[src/rtl/vcmd_pasid_unit.sv]
module vcmd_pasid_unit #(
  parameter int POOL_SIZE = 64,
  parameter bit CAP_PASID = 1'b1
) (
  input  logic        clk,
  input  logic        rst_n,
  input  logic        bus_wr,
  input  logic        bus_wide,
  input  logic [11:0] bus_addr,
  input  logic [63:0] bus_wdata,
  output logic [63:0] bus_rdata
);

  // POOL_SIZE must lie in 2 .. 2**20
  localparam int              IDX_W    = $clog2(POOL_SIZE);
  localparam logic [IDX_W-1:0] LAST_IDX = IDX_W'(POOL_SIZE - 1);
  localparam logic [20:0]     ID_LIMIT = 21'(POOL_SIZE);
  localparam logic [8:0]      QW_CAP   = 9'h1C0;
  localparam logic [8:0]      QW_CMD   = 9'h1C2;
  localparam logic [8:0]      QW_RSP   = 9'h1C4;
  localparam logic [7:0]      OP_ALLOC = 8'd1;
  localparam logic [7:0]      OP_FREE  = 8'd2;
  localparam logic [1:0]      SC_OK    = 2'd0;
  localparam logic [1:0]      SC_UNDEF = 2'd1;
  localparam logic [1:0]      SC_NOID  = 2'd2;

  typedef enum logic [1:0] {ST_IDLE, ST_SCAN, ST_EXEC} state_t;

  state_t           st_q;
  logic [63:0]      cmd_q, rsp_q;
  logic [IDX_W-1:0] scan_q;
  logic [POOL_SIZE-1:0] pool_q;

  function automatic logic [63:0] mk_rsp(input logic [1:0] sc, input logic [19:0] id);
    return {36'd0, id, 5'd0, sc, 1'b0};
  endfunction

  wire [63:0] cap_w = {63'd0, CAP_PASID};
  wire        aligned = (bus_addr[1:0] == 2'b00);

  logic [63:0] sel;
  always_comb begin
    case (bus_addr[11:3])
      QW_CAP:  sel = cap_w;
      QW_CMD:  sel = cmd_q;
      QW_RSP:  sel = rsp_q;
      default: sel = 64'd0;
    endcase
  end

  assign bus_rdata = !aligned      ? 64'd0 :
                     bus_wide      ? (bus_addr[2] ? 64'd0 : sel) :
                     bus_addr[2]   ? {32'd0, sel[63:32]} : {32'd0, sel[31:0]};

  wire cmd_hit = bus_wr && aligned && (bus_addr[11:3] == QW_CMD) && !(bus_wide && bus_addr[2]);
  wire [63:0] wval = bus_wide    ? bus_wdata :
                     bus_addr[2] ? {bus_wdata[31:0], cmd_q[31:0]} :
                                   {cmd_q[63:32], bus_wdata[31:0]};
  wire accept = cmd_hit && CAP_PASID && !rsp_q[0];

  wire [7:0]  op  = cmd_q[7:0];
  wire [19:0] arg = cmd_q[27:8];
  wire in_range = (arg != 20'd0) && ({1'b0, arg} < ID_LIMIT);
  wire free_ok  = in_range && pool_q[arg[IDX_W-1:0]];

  always_ff @(posedge clk) begin
    if (!rst_n) begin
      st_q   <= ST_IDLE;
      cmd_q  <= 64'd0;
      rsp_q  <= 64'd0;
      scan_q <= IDX_W'(1);
      pool_q <= '0;
    end else begin
      case (st_q)
        ST_IDLE: if (accept) begin
          cmd_q  <= wval;
          rsp_q  <= 64'd1;
          scan_q <= IDX_W'(1);
          st_q   <= (wval[7:0] == OP_ALLOC) ? ST_SCAN : ST_EXEC;
        end
        ST_SCAN: begin
          if (!pool_q[scan_q]) begin
            pool_q[scan_q] <= 1'b1;
            rsp_q <= mk_rsp(SC_OK, 20'(scan_q));
            st_q  <= ST_IDLE;
          end else if (scan_q == LAST_IDX) begin
            rsp_q <= mk_rsp(SC_NOID, 20'd0);
            st_q  <= ST_IDLE;
          end else begin
            scan_q <= scan_q + IDX_W'(1);
          end
        end
        ST_EXEC: begin
          if (op == OP_FREE) begin
            if (free_ok) begin
              pool_q[arg[IDX_W-1:0]] <= 1'b0;
              rsp_q <= mk_rsp(SC_OK, 20'd0);
            end else begin
              rsp_q <= mk_rsp(SC_NOID, 20'd0);
            end
          end else begin
            rsp_q <= mk_rsp(SC_UNDEF, 20'd0);
          end
          st_q <= ST_IDLE;
        end
        default: st_q <= ST_IDLE;
      endcase
    end
  end

  AST_ACCEPT_ONLY_BUSY: assert property (@(posedge clk) disable iff (!rst_n)
    accept |=> (rsp_q == 64'd1));
  AST_BUSY_DROPS_CMD: assert property (@(posedge clk) disable iff (!rst_n)
    (cmd_hit && rsp_q[0]) |=> $stable(cmd_q));
  AST_GRANT_IN_RANGE: assert property (@(posedge clk) disable iff (!rst_n)
    ($fell(rsp_q[0]) && op == OP_ALLOC && rsp_q[2:1] == SC_OK)
      |-> (rsp_q[27:8] != 20'd0 && {1'b0, rsp_q[27:8]} < ID_LIMIT));
  AST_ERR_NO_RESULT: assert property (@(posedge clk) disable iff (!rst_n)
    ($fell(rsp_q[0]) && rsp_q[2:1] != SC_OK) |-> (rsp_q[63:8] == 56'd0));
  AST_RSP_SPARE_ZERO: assert property (@(posedge clk) disable iff (!rst_n)
    (rsp_q[7:3] == 5'd0 && rsp_q[63:28] == 36'd0 && rsp_q[2:1] != 2'd3));
  AST_NOCAP_QUIET: assert property (@(posedge clk) disable iff (!rst_n)
    !CAP_PASID |-> (rsp_q == 64'd0 && cmd_q == 64'd0));

endmodule

[config.mk]
export PLATFORM = sky130hd
export DESIGN_NAME = vcmd_pasid_unit
export DESIGN_NICKNAME = d
export VERILOG_FILES = /design/src/rtl/vcmd_pasid_unit.sv
export SDC_FILE = /design/constraint.sdc
export NUM_CORES = 1
export LEC_CHECK = 0
export BUFFER_PORTS_ARGS = -buffer_cell sky130_fd_sc_hd__buf_2
export CELL_PAD_IN_SITES_DETAIL_PLACEMENT = 1
export CELL_PAD_IN_SITES_GLOBAL_PLACEMENT = 1
export CORE_MARGIN = 2
export CORE_UTILIZATION = 40
export DETAILED_ROUTE_END_ITERATION = 10
export GPL_ROUTABILITY_DRIVEN = 0
export PLACE_DENSITY_LB_ADDON = 0.1
export SLEW_MARGIN = 20
export SYNTH_ARGS = -nofsm -noshare
export SYNTH_HDL_FRONTEND = slang
export SYNTH_SLANG_ARGS = --single-unit
[constraint.sdc]
create_clock -name clk -period 5 [get_ports clk]
set_input_delay 1 -clock clk [delete_from_list [all_inputs] [get_ports clk]]
set_output_delay 1 -clock clk [all_outputs]
set_load 0.05 [all_outputs]
# Yosys cells after proc, flatten, opt, wreduce, memory -nomap -nowiden
# Index checks and enable logic that the tools add are counted.
# classes
muxes	34
n_eq_ne	16
order_cmp	5
add_sub_neg	1
reduce_logical	25
bitwise	3
# ops
operator	n
$mux W64	12
$pmux W64 S3	2
$pmux W64 S2	1
$and A64 B64 Y64	1
$not A64 Y64	1
$or A64 B64 Y64	1
$mux W32	1
$eq A9 B9 Y1 const B	3
$lt A20 B7 Y1 const B	1
$reduce_bool A20 Y1	1
$mux W6	3
$lt A6 B7 Y1 const B	2
$ne A2 B2 Y1 const B	7
$bmux W1 S6	2
$demux W1 S6	2
$ge A6 B1 Y1 const B	2
$pmux W6 S2	1
$logic_and A1 B1 Y1	9
$reduce_and A3 Y1	3
$eq A8 B1 Y1 const B	1
$eq A8 B2 Y1 const B	1
$mux W2	4
$reduce_and A4 Y1	2
$add A6 B1 Y6 const B	1
other kinds (12)	20
# word_totals
out_inout_bits	64
in_bits	80
wordCells	91
ff_bits	200

# Logic depth before layout (Yosys ltp)
# depth
word_depth	9
depth_mapped	10
depth_no_buf	8

# Least setup slack after synthesis
# OpenSTA, ideal clock, no wires.
# synth_timing
path_kind	input to output
startpoint	in bus_addr[3]
endpoint	out bus_rdata[14]
n_path_buf	3
required_time_ps	4000
setup_slack_ps	765
arrival_ps	3235
cell_stages	8
cell_sequence	nor3_1 -> nor4bb_1 -> clkbuf_1 -> nor2b_1 -> clkbuf_1 -> clkbuf_1 -> a22oi_1 -> nor2_1
# synth_via
elab_chain_len	5
word_cells_on_any_way	8
cone_classes	3 x eq/ne; 5 x mux
# synth_lines
element	line	rtl
start, declared	9	input logic [11:0] bus_addr,
$eq A9 B9 Y1	43	case (bus_addr[11:3])
$pmux W64 S3 *	43	
$mux W32 / $mux W64 (equally long branches)	53, 52	
$mux W64 *	52	bus_wide ? (bus_addr[2] ? 64'd0 : sel) :
$mux W64 *	51	assign bus_rdata = !aligned ? 64'd0 :
end, declared	11	output logic [63:0] bus_rdata
# Every way passes the cells marked *; elsewhere a longest branch is shown, timed or not.

# Final worst setup path
# layout_timing
startpoint	reg scan_q[2]
endpoint	reg pool_q[14]
# layout_via
elab_chain_len	7
word_cells_on_any_way	12
cone_classes	2 x order compare; 1 x eq/ne; 6 x mux; 1 x bitwise; 2 x reduce/logical
# layout_lines
element	line	rtl
start, declared	31	logic [IDX_W-1:0] scan_q;
start signal, assigned	90	scan_q <= scan_q + IDX_W'(1);
$lt A6 B7 Y1 (not written as such) / $ge A6 B1 Y1 (equally long branches)	83	pool_q[scan_q] <= 1'b1;
$logic_and A1 B1 Y1 (not written as such)	83	
$mux W1 (not written as such)	83	
$demux W1 S6	83	
$or A64 B64 Y64 (no source line)	-	
$mux W64	82	if (!pool_q[scan_q]) begin
$pmux W64 S2	74	case (st_q)
end signal, assigned	72	pool_q <= '0;
end signal, assigned by index	83	
end signal, assigned by index	96	pool_q[arg[IDX_W-1:0]] <= 1'b0;
end, declared	32	logic [POOL_SIZE-1:0] pool_q;
# Several ways; a longest one is shown, not always the timed one. The select of a mux whose other input is x is not followed.
# A chain may end at the register's enable or synchronous reset.

==> reports/metrics.cfg <==
[run_status]
outcome=finished, final reports clean

[route]
detail-route-antenna-nets=0
routed_wl_mm=32.8
vias=8658
routedWlPerCell_microns=23.5
vias_per_cell=6.21
dr.first_iter.drc_count=654
dr.pass1.iters=5
drc=0

[layout]
syn2layout_area_growth_pct=19.2
drive_gt1_share_pct=23.2
fill_cells=2502
fin_area_sq_um=9770
final_net_count=1193

[synthesis]
yosysWarnings=0
synth_edf_count=0
yosysMostFrequentCell=dfxtp_1
ys_top_cells_by_area=dfxtp_1 35%, mux4_2 5.5%, nand2_1 5.3%
synthTopCellsByCount=145 x dfxtp_1, 115 x nand2_1, 104 x nor2_1
yosysTopAreaCellShare_pct=35.4
yosysSeqAreaShare_pct=35.4
synth_seq_cells=145
synth.distinct_cells=69
synthArstFlopShare_pct=0
yosys.area.top_type=dfxtp_1
syn_area_per_cell_sq_um=8.10
ys.flop_type=dfxtp_1
syn_nets=1097
syn_inst=1013
syn_area_sq_um=8200

[global_routing]
grt_remaining_overflow=0
grt_pass1_vias=8663
grt_start_max_net_pins=47
track_usage_pct=30.2
antenna_found_initial=3
grt_pass1_wl_mm=51.1

[clock_tree]
cts_max_level=4
clk_latency_ns=0.43
clkSinkCount=145
tritoncts=built
clk_pin_slew_ns=0.06
cts_root_buffer=clkbuf_16
cts.path.max_buffers=2
cts_buffers=17
cts-resized-gates=0
cts_hold_buf=0
post_cts_buffers=0

[timing]
worstMarginPinSlew_ns=1.25
fin_crit_sh_pct=81.2
grt_setup_unrepaired=false
layout_min_cycle_time_ns=4.06
slew_headroom_pct=16.0
hold_viol=0
setup_violations=0
final_max_slew_viol_count=0
fin_skew_ns=0.00909
final.setup.tns_ns=0
fmax_mhz=246

[worst_setup_path]
crit_family=compound AO/OA/AOI/OAI gates
crit_path_end_kind=flip-flop
ff2ff_setup_slack_ns=0.94
cp.required_ns=5.30
cpMostUsedCell=buf_4
crit_chain=buf_4 -> mux4_2 -> a32o_1 -> a222oi_1 -> a41o_1 -> o2111ai_1 -> buf_4 -> nor4_1 -> o22ai_1
cp-start-kind=flip-flop
path_max_fanout=12
crit_type=flip-flop to flip-flop
cp_slowest_stage_delay_ns=0.78
cp.arrival_ns=4.35
cp.buffers_inverters=2
critPathSlowestCell=dfxtp_1

[run]
cap_violations=0

[min_path]
hp-class=flip-flop to flip-flop

[placement]
io_buffer_count=143
dp_hpwl_mm=22.8
place_area_sq_um=9140

[power_and_ir_drop]
p_leak_uw=0.00343
power_density_nw_per_um2=269
ir_worst_vdd_mv=0.201

[die]
die_width_microns=147
die_h_microns=147
rows=52
initial_core_util_pct=40.7
coreArea_sq_um=20200
io_pins=144
die_area_sq_um=21700

cells by family after synthesis:
logic type,after synthesis,synth area share [%]
multiplexers,36,7.58
AO/OA/AOI/OAI,316,27.1
XOR/XNOR,4,0.427
buffers and inverters,120,5.55
adder cells (fa/ha/maj),4,0.610
flip-flops,145,35.4
AND/OR/NAND/NOR,388,23.3
per-stage QoR:
| stage | setup slack, ns | util [%] | std cells | hold slack (ns) | total power, uW |
|---|---|---|---|---|---|
| 3_5_place_dp | 1.06 | 45.3 | 1360 | 0.461 | 1280 |
| 4_1_cts | 1.04 | 48.4 | 1392 | 0.470 | 2640 |
| 2_1_floorplan | 0.765 | - | 1013 | 0.437 | 1230 |
| 6_report | 0.942 | 48.4 | 1394 | 0.465 | 2630 |
| 3_3_place_gp | 1.11 | 45.3 | 1360 | 0.450 | 1280 |
| 5_1_grt | 0.690 | 48.4 | 1393 | 0.489 | 2700 |
cells in the final DEF (no fill, tap or decap), types with 17 or more instances in the layout:
cell type / instances
dfxtp_1: 145
buf_2: 143
nand2_1: 115
nor2_1: 103
a21oi_1: 66
o22ai_1: 50
and2_1: 41
buf_4: 34
a22oi_1: 33
a311oi_1: 31
o21ai_0: 24
mux4_2: 20
nor3_1: 19
inv_1: 18
nand3_1: 18
clkbuf_16: 17
power breakdown:
group / switching (uW) / internal (uW)
logic: 63.5 / 37.1
clock network: 549 / 821
registers: 0.0927 / 1150
routing by layer:
metal	track usage [%]	up-vias	share of wire, %
met1	42.1	4279	44
li1	-	3989	-
met5	0	-	0
met4	9.28	0	2.3
met2	46.1	331	45
met3	7.89	59	8.1
state kept, by name, summed over array words and instances, names as in the netlist:
name / flops
rsp_q: 9
st_q: 2
cmd_q: 64
pool_q: 64
scan_q: 6
layout make-up:
type,count,area [sq um],area share (%)
Antenna cell,2,5.00,0.0512
Clock buffer,19,453,4.64
Clock inverter,13,176,1.81
Inverter,20,75.1,0.768
Multi-Input combinational cell,748,4850,49.6
Sequential cell,145,2900,29.7
Tap cell,270,338,3.46
Timing Repair Buffer,177,971,9.94
path summary, 6_finish.rpt:
path                            startpoint          to  depth (start not counted)
worst min register to register   cmd_q[31]   cmd_q[31]                          2
worst max register to register   scan_q[2]  pool_q[14]                          9
worst max-delay path             scan_q[2]  pool_q[14]                          9
worst min-delay path             cmd_q[31]   cmd_q[31]                          2
worst min-delay path, cell delays in order (launching register included):
cell and delay [ns]:
dfxtp_1 0.31, nand2_1 0.05, a21oi_1 0.05
Note: power is estimated with default switching activity, not from simulation.
